===== config.mk =====
export PLATFORM = sky130hd
export DESIGN_NAME = uptimer_pwm
export DESIGN_NICKNAME = d
export VERILOG_FILES = /design/src/rtl/tmr_pkg.sv /design/src/rtl/tmr_prescale.sv /design/src/rtl/tmr_pin.sv /design/src/rtl/uptimer_pwm.sv
export SDC_FILE = /design/constraint.sdc
export NUM_CORES = 1
export LEC_CHECK = 0
export ABC_AREA = 1
export ABC_CLOCK_PERIOD_IN_PS = 4800
export BUFFER_PORTS_ARGS = -buffer_cell sky130_fd_sc_hd__buf_4
export CORE_ASPECT_RATIO = 1.1
export CORE_MARGIN = 3
export CORE_UTILIZATION = 35
export CTS_CLUSTER_DIAMETER = 200
export DETAILED_ROUTE_END_ITERATION = 6
export GPL_TIMING_DRIVEN = 0
export SYNTH_ARGS = -nofsm -noshare
export SYNTH_HDL_FRONTEND = slang
export SYNTH_SLANG_ARGS = --single-unit

===== constraint.sdc =====
create_clock -name clk -period 4.8 [get_ports clk]
set_input_delay 0.48 -clock clk [delete_from_list [all_inputs] [get_ports clk]]
set_output_delay 0.48 -clock clk [all_outputs]
set_load 0.02 [all_outputs]

===== src/rtl/tmr_pkg.sv =====
package tmr_pkg;

    localparam int CNT_W = 32;
    localparam int ADR_W = 8;
    localparam int PSC_W = 8;
    localparam int EVT_W = 3;
    localparam int CFG_W = 10;

    localparam logic [CFG_W-1:0] CFG_MASK  = 10'h33D;
    localparam logic [7:0]       ID_VALUE  = 8'h21;
    localparam int               SRST_BIT  = 1;

    localparam logic [ADR_W-1:0] OFF_ID   = 8'h00;
    localparam logic [ADR_W-1:0] OFF_CFG  = 8'h10;
    localparam logic [ADR_W-1:0] OFF_STS  = 8'h18;
    localparam logic [ADR_W-1:0] OFF_IEN  = 8'h1C;
    localparam logic [ADR_W-1:0] OFF_WEN  = 8'h20;
    localparam logic [ADR_W-1:0] OFF_CTL  = 8'h24;
    localparam logic [ADR_W-1:0] OFF_CNT  = 8'h28;
    localparam logic [ADR_W-1:0] OFF_LDV  = 8'h2C;
    localparam logic [ADR_W-1:0] OFF_TRG  = 8'h30;
    localparam logic [ADR_W-1:0] OFF_MAT  = 8'h38;

    localparam int EV_MAT = 0;
    localparam int EV_OVF = 1;
    localparam int EV_CAP = 2;

    typedef enum logic [1:0] {
        OUT_NONE  = 2'd0,
        OUT_OVF   = 2'd1,
        OUT_BOTH  = 2'd2,
        OUT_RSVD  = 2'd3
    } out_sel_e;

    typedef struct packed {
        logic       pin_in;
        logic       cap_sel;
        logic       toggle;
        out_sel_e   out_sel;
        logic [1:0] cap_edge;
        logic       idle_lvl;
        logic       cmp_en;
        logic       psc_en;
        logic [2:0] psc_val;
        logic       reload;
        logic       start;
    } ctl_t;

    localparam int CTL_W = $bits(ctl_t);

    function automatic logic [PSC_W-1:0] psc_limit(input logic [2:0] p);
        logic [PSC_W:0] span;
        span = (PSC_W+1)'(2) << p;
        return PSC_W'(span - 1'b1);
    endfunction

endpackage


===== src/rtl/tmr_prescale.sv =====
module tmr_prescale
    import tmr_pkg::*;
#(
    parameter int PW = PSC_W
) (
    input  logic       clk,
    input  logic       rst,
    input  logic       run,
    input  logic       psc_en,
    input  logic [2:0] psc_val,
    output logic       tick
);
    logic [PW-1:0] psc;
    logic [PW-1:0] lim;
    logic          wrap;

    always_comb begin
        lim  = PW'(psc_limit(psc_val));
        wrap = (psc >= lim);
        tick = run && (!psc_en || wrap);
    end

    always_ff @(posedge clk) begin
        if (rst || !run || !psc_en) begin
            psc <= '0;
        end else if (wrap) begin
            psc <= '0;
        end else begin
            psc <= psc + 1'b1;
        end
    end

    AST_PSC_IDLE_ZERO: assert property (@(posedge clk) disable iff (rst)
        !run |=> (psc == '0));

endmodule


===== src/rtl/tmr_pin.sv =====
module tmr_pin
    import tmr_pkg::*;
(
    input  logic     clk,
    input  logic     rst,
    input  logic     run,
    input  out_sel_e out_sel,
    input  logic     toggle,
    input  logic     idle_lvl,
    input  logic     pin_in,
    input  logic     ovf_ev,
    input  logic     mat_ev,
    output logic     pin_out,
    output logic     pin_oe
);
    logic lvl;
    logic pls;
    logic active;
    logic fire;

    always_comb begin
        active = run && (out_sel == OUT_OVF || out_sel == OUT_BOTH);
        fire   = (out_sel == OUT_OVF  && ovf_ev) ||
                 (out_sel == OUT_BOTH && (ovf_ev || mat_ev));
        pin_oe  = !pin_in;
        pin_out = pin_oe && (lvl ^ pls);
    end

    always_ff @(posedge clk) begin
        if (rst) begin
            lvl <= 1'b0;
            pls <= 1'b0;
        end else if (!active) begin
            lvl <= idle_lvl;
            pls <= 1'b0;
        end else begin
            if (fire && toggle) begin
                lvl <= ~lvl;
            end
            pls <= fire && !toggle;
        end
    end

    AST_PIN_IDLE: assert property (@(posedge clk) disable iff (rst)
        !active |=> (lvl == $past(idle_lvl) && !pls));

    AST_PIN_HOLD: assert property (@(posedge clk) disable iff (rst)
        (active && !fire) |=> (lvl == $past(lvl) && !pls));

endmodule


===== src/rtl/uptimer_pwm.sv =====
module uptimer_pwm
    import tmr_pkg::*;
#(
    parameter int CW = CNT_W,
    parameter int AW = ADR_W
) (
    input  logic          clk,
    input  logic          rst,
    input  logic          bus_wr,
    input  logic [AW-1:0] bus_addr,
    input  logic [CW-1:0] bus_wdata,
    output logic [CW-1:0] bus_rdata,
    output logic          irq,
    output logic          wake,
    output logic          pin_out,
    output logic          pin_oe
);
    ctl_t             ctl;
    logic [CW-1:0]    cnt, ldv, mat;
    logic [CFG_W-1:0] cfg;
    logic [EVT_W-1:0] sts, ien, wen;
    logic             wake_q;

    logic wr_cfg, wr_sts, wr_ien, wr_wen, wr_ctl, wr_cnt, wr_ldv, wr_trg, wr_mat;
    logic srst, rst_all, tick, ovf_ev, mat_ev;
    logic [CW-1:0]    nxt;
    logic [EVT_W-1:0] evt, clr;

    always_comb begin
        wr_cfg  = bus_wr && (bus_addr == OFF_CFG);
        wr_sts  = bus_wr && (bus_addr == OFF_STS);
        wr_ien  = bus_wr && (bus_addr == OFF_IEN);
        wr_wen  = bus_wr && (bus_addr == OFF_WEN);
        wr_ctl  = bus_wr && (bus_addr == OFF_CTL);
        wr_cnt  = bus_wr && (bus_addr == OFF_CNT);
        wr_ldv  = bus_wr && (bus_addr == OFF_LDV);
        wr_trg  = bus_wr && (bus_addr == OFF_TRG);
        wr_mat  = bus_wr && (bus_addr == OFF_MAT);
        srst    = wr_cfg && bus_wdata[SRST_BIT];
        rst_all = rst || srst;
    end

    tmr_prescale #(.PW(PSC_W)) u_psc (
        .clk     (clk),
        .rst     (rst_all),
        .run     (ctl.start),
        .psc_en  (ctl.psc_en),
        .psc_val (ctl.psc_val),
        .tick    (tick)
    );

    always_comb begin
        ovf_ev = tick && (cnt == {CW{1'b1}});
        if (ovf_ev) begin
            nxt = ctl.reload ? ldv : '0;
        end else begin
            nxt = cnt + 1'b1;
        end
        mat_ev = tick && ctl.cmp_en && (nxt == mat);
        evt         = '0;
        evt[EV_MAT] = mat_ev;
        evt[EV_OVF] = ovf_ev;
        clr         = wr_sts ? bus_wdata[EVT_W-1:0] : '0;
    end

    always_ff @(posedge clk) begin
        if (rst_all) begin
            ctl    <= '0;
            cnt    <= '0;
            ldv    <= '0;
            mat    <= '0;
            cfg    <= '0;
            sts    <= '0;
            ien    <= '0;
            wen    <= '0;
            wake_q <= 1'b0;
        end else begin
            if (wr_cfg) cfg <= bus_wdata[CFG_W-1:0] & CFG_MASK;
            if (wr_ien) ien <= bus_wdata[EVT_W-1:0];
            if (wr_wen) wen <= bus_wdata[EVT_W-1:0];
            if (wr_ldv) ldv <= bus_wdata;
            if (wr_mat) mat <= bus_wdata;
            if (wr_ctl) begin
                ctl <= ctl_t'(bus_wdata[CTL_W-1:0]);
            end else if (ovf_ev && !ctl.reload) begin
                ctl.start <= 1'b0;
            end
            if (wr_cnt) begin
                cnt <= bus_wdata;
            end else if (wr_trg) begin
                cnt <= ldv;
            end else if (tick) begin
                cnt <= nxt;
            end
            sts    <= (sts & ~clr) | (evt & ien);
            wake_q <= |(evt & wen);
        end
    end

    tmr_pin u_pin (
        .clk      (clk),
        .rst      (rst_all),
        .run      (ctl.start),
        .out_sel  (ctl.out_sel),
        .toggle   (ctl.toggle),
        .idle_lvl (ctl.idle_lvl),
        .pin_in   (ctl.pin_in),
        .ovf_ev   (ovf_ev),
        .mat_ev   (mat_ev),
        .pin_out  (pin_out),
        .pin_oe   (pin_oe)
    );

    always_comb begin
        irq  = |sts;
        wake = wake_q;
        case (bus_addr)
            OFF_ID:  bus_rdata = CW'(ID_VALUE);
            OFF_CFG: bus_rdata = CW'(cfg);
            OFF_STS: bus_rdata = CW'(sts);
            OFF_IEN: bus_rdata = CW'(ien);
            OFF_WEN: bus_rdata = CW'(wen);
            OFF_CTL: bus_rdata = CW'(ctl);
            OFF_CNT: bus_rdata = cnt;
            OFF_LDV: bus_rdata = ldv;
            OFF_MAT: bus_rdata = mat;
            default: bus_rdata = '0;
        endcase
    end

    AST_COUNT_STEP: assert property (@(posedge clk) disable iff (rst_all)
        (tick && !bus_wr && cnt != {CW{1'b1}}) |=> (cnt == $past(cnt) + 1'b1));

    AST_RELOAD_VALUE: assert property (@(posedge clk) disable iff (rst_all)
        (ovf_ev && ctl.reload && !bus_wr) |=> (cnt == $past(ldv) && ctl.start));

    AST_STOP_CLEAR: assert property (@(posedge clk) disable iff (rst_all)
        (ovf_ev && !ctl.reload && !bus_wr) |=> (cnt == '0 && !ctl.start));

    AST_STS_MASKED: assert property (@(posedge clk) disable iff (rst_all)
        1'b1 |=> ((sts & ~$past(sts) & ~$past(ien)) == '0));

    AST_WAKE_ON_TICK: assert property (@(posedge clk) disable iff (rst_all)
        wake |-> $past(tick));

endmodule


==> impl_metrics.toml <==
[synth]
synth_area_leaders = "dfxtp_1 (32%), nand2_1 (21%), a21oi_1 (9.0%)"
synth-edff-count = 0
synth_async_sr_flop_share = 0
syn_nets = 1447
yosysTopAreaCell = "dfxtp_1"
ys_warn_count = 0
ys_seq_area_frac = 0.320
yosys_register_bits = 138
synth_top_area_share = 0.320
syn_avg_cell_area_um2 = 6.20
ys_types = 34
synth_most_common_cell = "nand2_1"
syn_area_mm2 = 0.00863
syn_inst = 1392
synth_common_cells = "nand2_1 (494), a21oi_1 (155), dfxtp_1 (138), inv_1 (118), nor2_1 (107)"
synth_ff_type = "dfxtp_1"

[layout]
diodes = 0
area_growth_syn_to_layout_pct = 17.7
layout-drive-gt1-share = 0.0979
final_net_count = 1544
fill_cells = 2693
multiInputGateArea_mm2 = 0.00513
regArea_mm2 = 0.00276

[timing]
period_minus_slack_ns = 4.53
finClkSkew_ns = 0.0101
slew_headroom = 0.165
final-hold-violation-count = 0
setup_violations = 0
maxSlewViolCount = 0
fin_crit_sh = 0.943
timing.fmax_ghz = 0.221
whs_ns = 0.319
fin_setup_tns_ns = 0
worst_pin_slew_ns = 1.24
rsz0062_at_grt = "no"

[power_and_ir_drop]
p_per_area_mw_per_mm2 = 250
power_leakage_nw = 3.87
ir_drop_uv = 171

[worst_setup_path]
cpMaxStageDelayCell = "clkbuf_1"
crit_path_max_incr_delay_ns = 0.63
critPathLaunchType = "flop"
crit_fanout = 10
end_kind = "flop"
crit_arrival_ns = 4.85
cpMostUsedCell = "inv_1"
r2r-start = "ctl[2]$_SDFFE_PP0P_"
timing.critical_path.from = "ctl[2]$_SDFFE_PP0P_"
cp.required_ns = 5.12
path_cells = "nor2_1, inv_1, nor2_1, inv_1, ha_1, o21ai_0, nor2_1, a31oi_1, ha_1, nand2_1, inv_1, a21oi_1, nand3_4, nand2_1, inv_1, nor3_2, clkbuf_1, a21oi_1, a221oi_1"
path_class = "reg -> reg"

[status]
failed_checks = "design-rule violations"
outcome = "finished, violations left"

[global_route]
antenna_found_initial = 1
grt_max_degree = 17
grt_use_total = 0.308
grt_pass1_wl_mm = 61.3
grt-ovfl-total = 0
grt_pass1_vias = 9656

[placed_design]
gp_congestion = 1.03
port_buffers = 78
hpwlAfterDp_mm = 30.7

[detailed_routing]
vias = 10300
drt-met1-wl_mm = 16.7
ant_nets = 0
dr_wl_met2_mm = 18.3
wl_met3_mm = 4.33
top_layer_used = "met5"
routed_wl_mm = 41.5
via_per_inst = 5.68
first_pass_iters = 7
drc = 2
wl_per_cell_um = 22.9
drt_iter0_drc = 1463

[floorplanning]
die_w_um = 156
die-area_mm2 = 0.0266
ios = 79
core.rowCount = 59
fp.dieH_um = 171
coreArea_mm2 = 0.0239
start_util = 0.361

[cts]
cts_max_level = 4
cts_setup_buffers = 0
cts_tree = "built"
clk_path_buf_depth = 2
cts-root-buf = "clkbuf_16"
clock_latency_ns = 0.43
numCtsBuffers = 17
clk_pin_slew_worst_paths_ns = 0.07
post_cts_resized = 2
hold_buffers = 0
clkSinkCount = 138

[job]
drv_cap = 0

[min_path]
min_from = "bus_wdata[23]"
hold_path_class = "in -> reg"
==> area by class of cell <==
cell class	instances	share of cell area
timing repair buffer	78	0.0576
clock buffer	19	0.0426
clock inverter	13	0.0110
buffer	69	0.0289
tap	305	0.0376
sequential	138	0.272
inverter	123	0.0454
multi-input combinational	1062	0.505
==> registers in the layout, indices dropped and copies added (netlist names) <==
name and count:
u_psc.psc 8, cnt 32, sts 3, cfg 7, wen 3, ctl 15
ldv 32, wake 1, u_pin.pls 1, u_pin.lvl 1, mat 32, ien 3
==> path summary, 6_finish.rpt <==
| path | endpoint | cells after the start | slack [ns] |
|---|---|---|---|
| max | cnt[22]$_SDFFE_PP0P_ | 19 | 0.27 |
| min | ldv[23]$_SDFFE_PP0P_ | 3 | 0.32 |
| max reg2reg | cnt[22]$_SDFFE_PP0P_ | 19 | 0.27 |
| min reg2reg | sts[2]$_SDFF_PP0_ | 2 | 0.46 |
==> layout by cell type, fill, tap and decap left out, types with 12 or more instances in the layout <==
master	Yosys	final
inv_1	118	118
o21ai_0	58	58
nand3_1	58	57
nor3_1	17	16
nand4_1	24	24
ha_1	12	12
a21oi_1	155	155
o211ai_1	26	26
a221oi_1	21	21
nor2_1	107	107
xor2_1	18	18
buf_4	0	78
clkbuf_1	54	54
nand2_1	494	494
dfxtp_1	138	138
clkbuf_16	0	17
==> per-stage QoR <==
step           utilization  cell area (um2)  instances  setup WS, ns  total power [W]
3_5_place_dp         0.401             9600       1775        -0.237          0.00128
3_3_place_gp         0.401             9600       1775        -0.188          0.00128
6_report             0.425            10200       1807         0.274          0.00254
4_1_cts              0.424            10100       1807        0.0113          0.00253
5_1_grt              0.425            10200       1807        0.0199          0.00260
2_1_floorplan            -             8630       1392          1.45          0.00121
==> report_power, final <==
group | internal, W | switching [W] | leakage, nW | total [W]
Sequential | 0.00115 | 0.00000393 | 1.11 | 0.00115
Combinational | 0.0000353 | 0.0000742 | 2.50 | 0.000109
Clock | 0.000675 | 0.000606 | 0.258 | 0.00128
Total | 0.00186 | 0.000685 | 3.87 | 0.00254
==> worst max-delay path, delay by kind of cell (launching register included) <==
kind | cells | cell delay [ns]
simple gates | 7 | 1.57
buf+inv | 5 | 1.10
compound gates | 5 | 0.91
fa+ha+maj | 2 | 0.45
flops | 1 | 0.37
==> logic make-up after synthesis <==
family / after synthesis / share of synthesized area
buffers and inverters: 192 / 0.0873
XOR/XNOR: 27 / 0.0274
adder cells (fa/ha/maj): 12 / 0.0174
flip-flops: 138 / 0.320
AO/OA/AOI/OAI: 298 / 0.201
AND/OR/NAND/NOR: 725 / 0.347
==> metal layers <==
layer | up-vias | GRT usage
met3 | 147 | 0.0724
met1 | 4723 | 0.401
met5 | - | 0
met4 | 2 | 0.144
li1 | 4792 | -
met2 | 608 | 0.485
(Power assumes the default switching activity.)
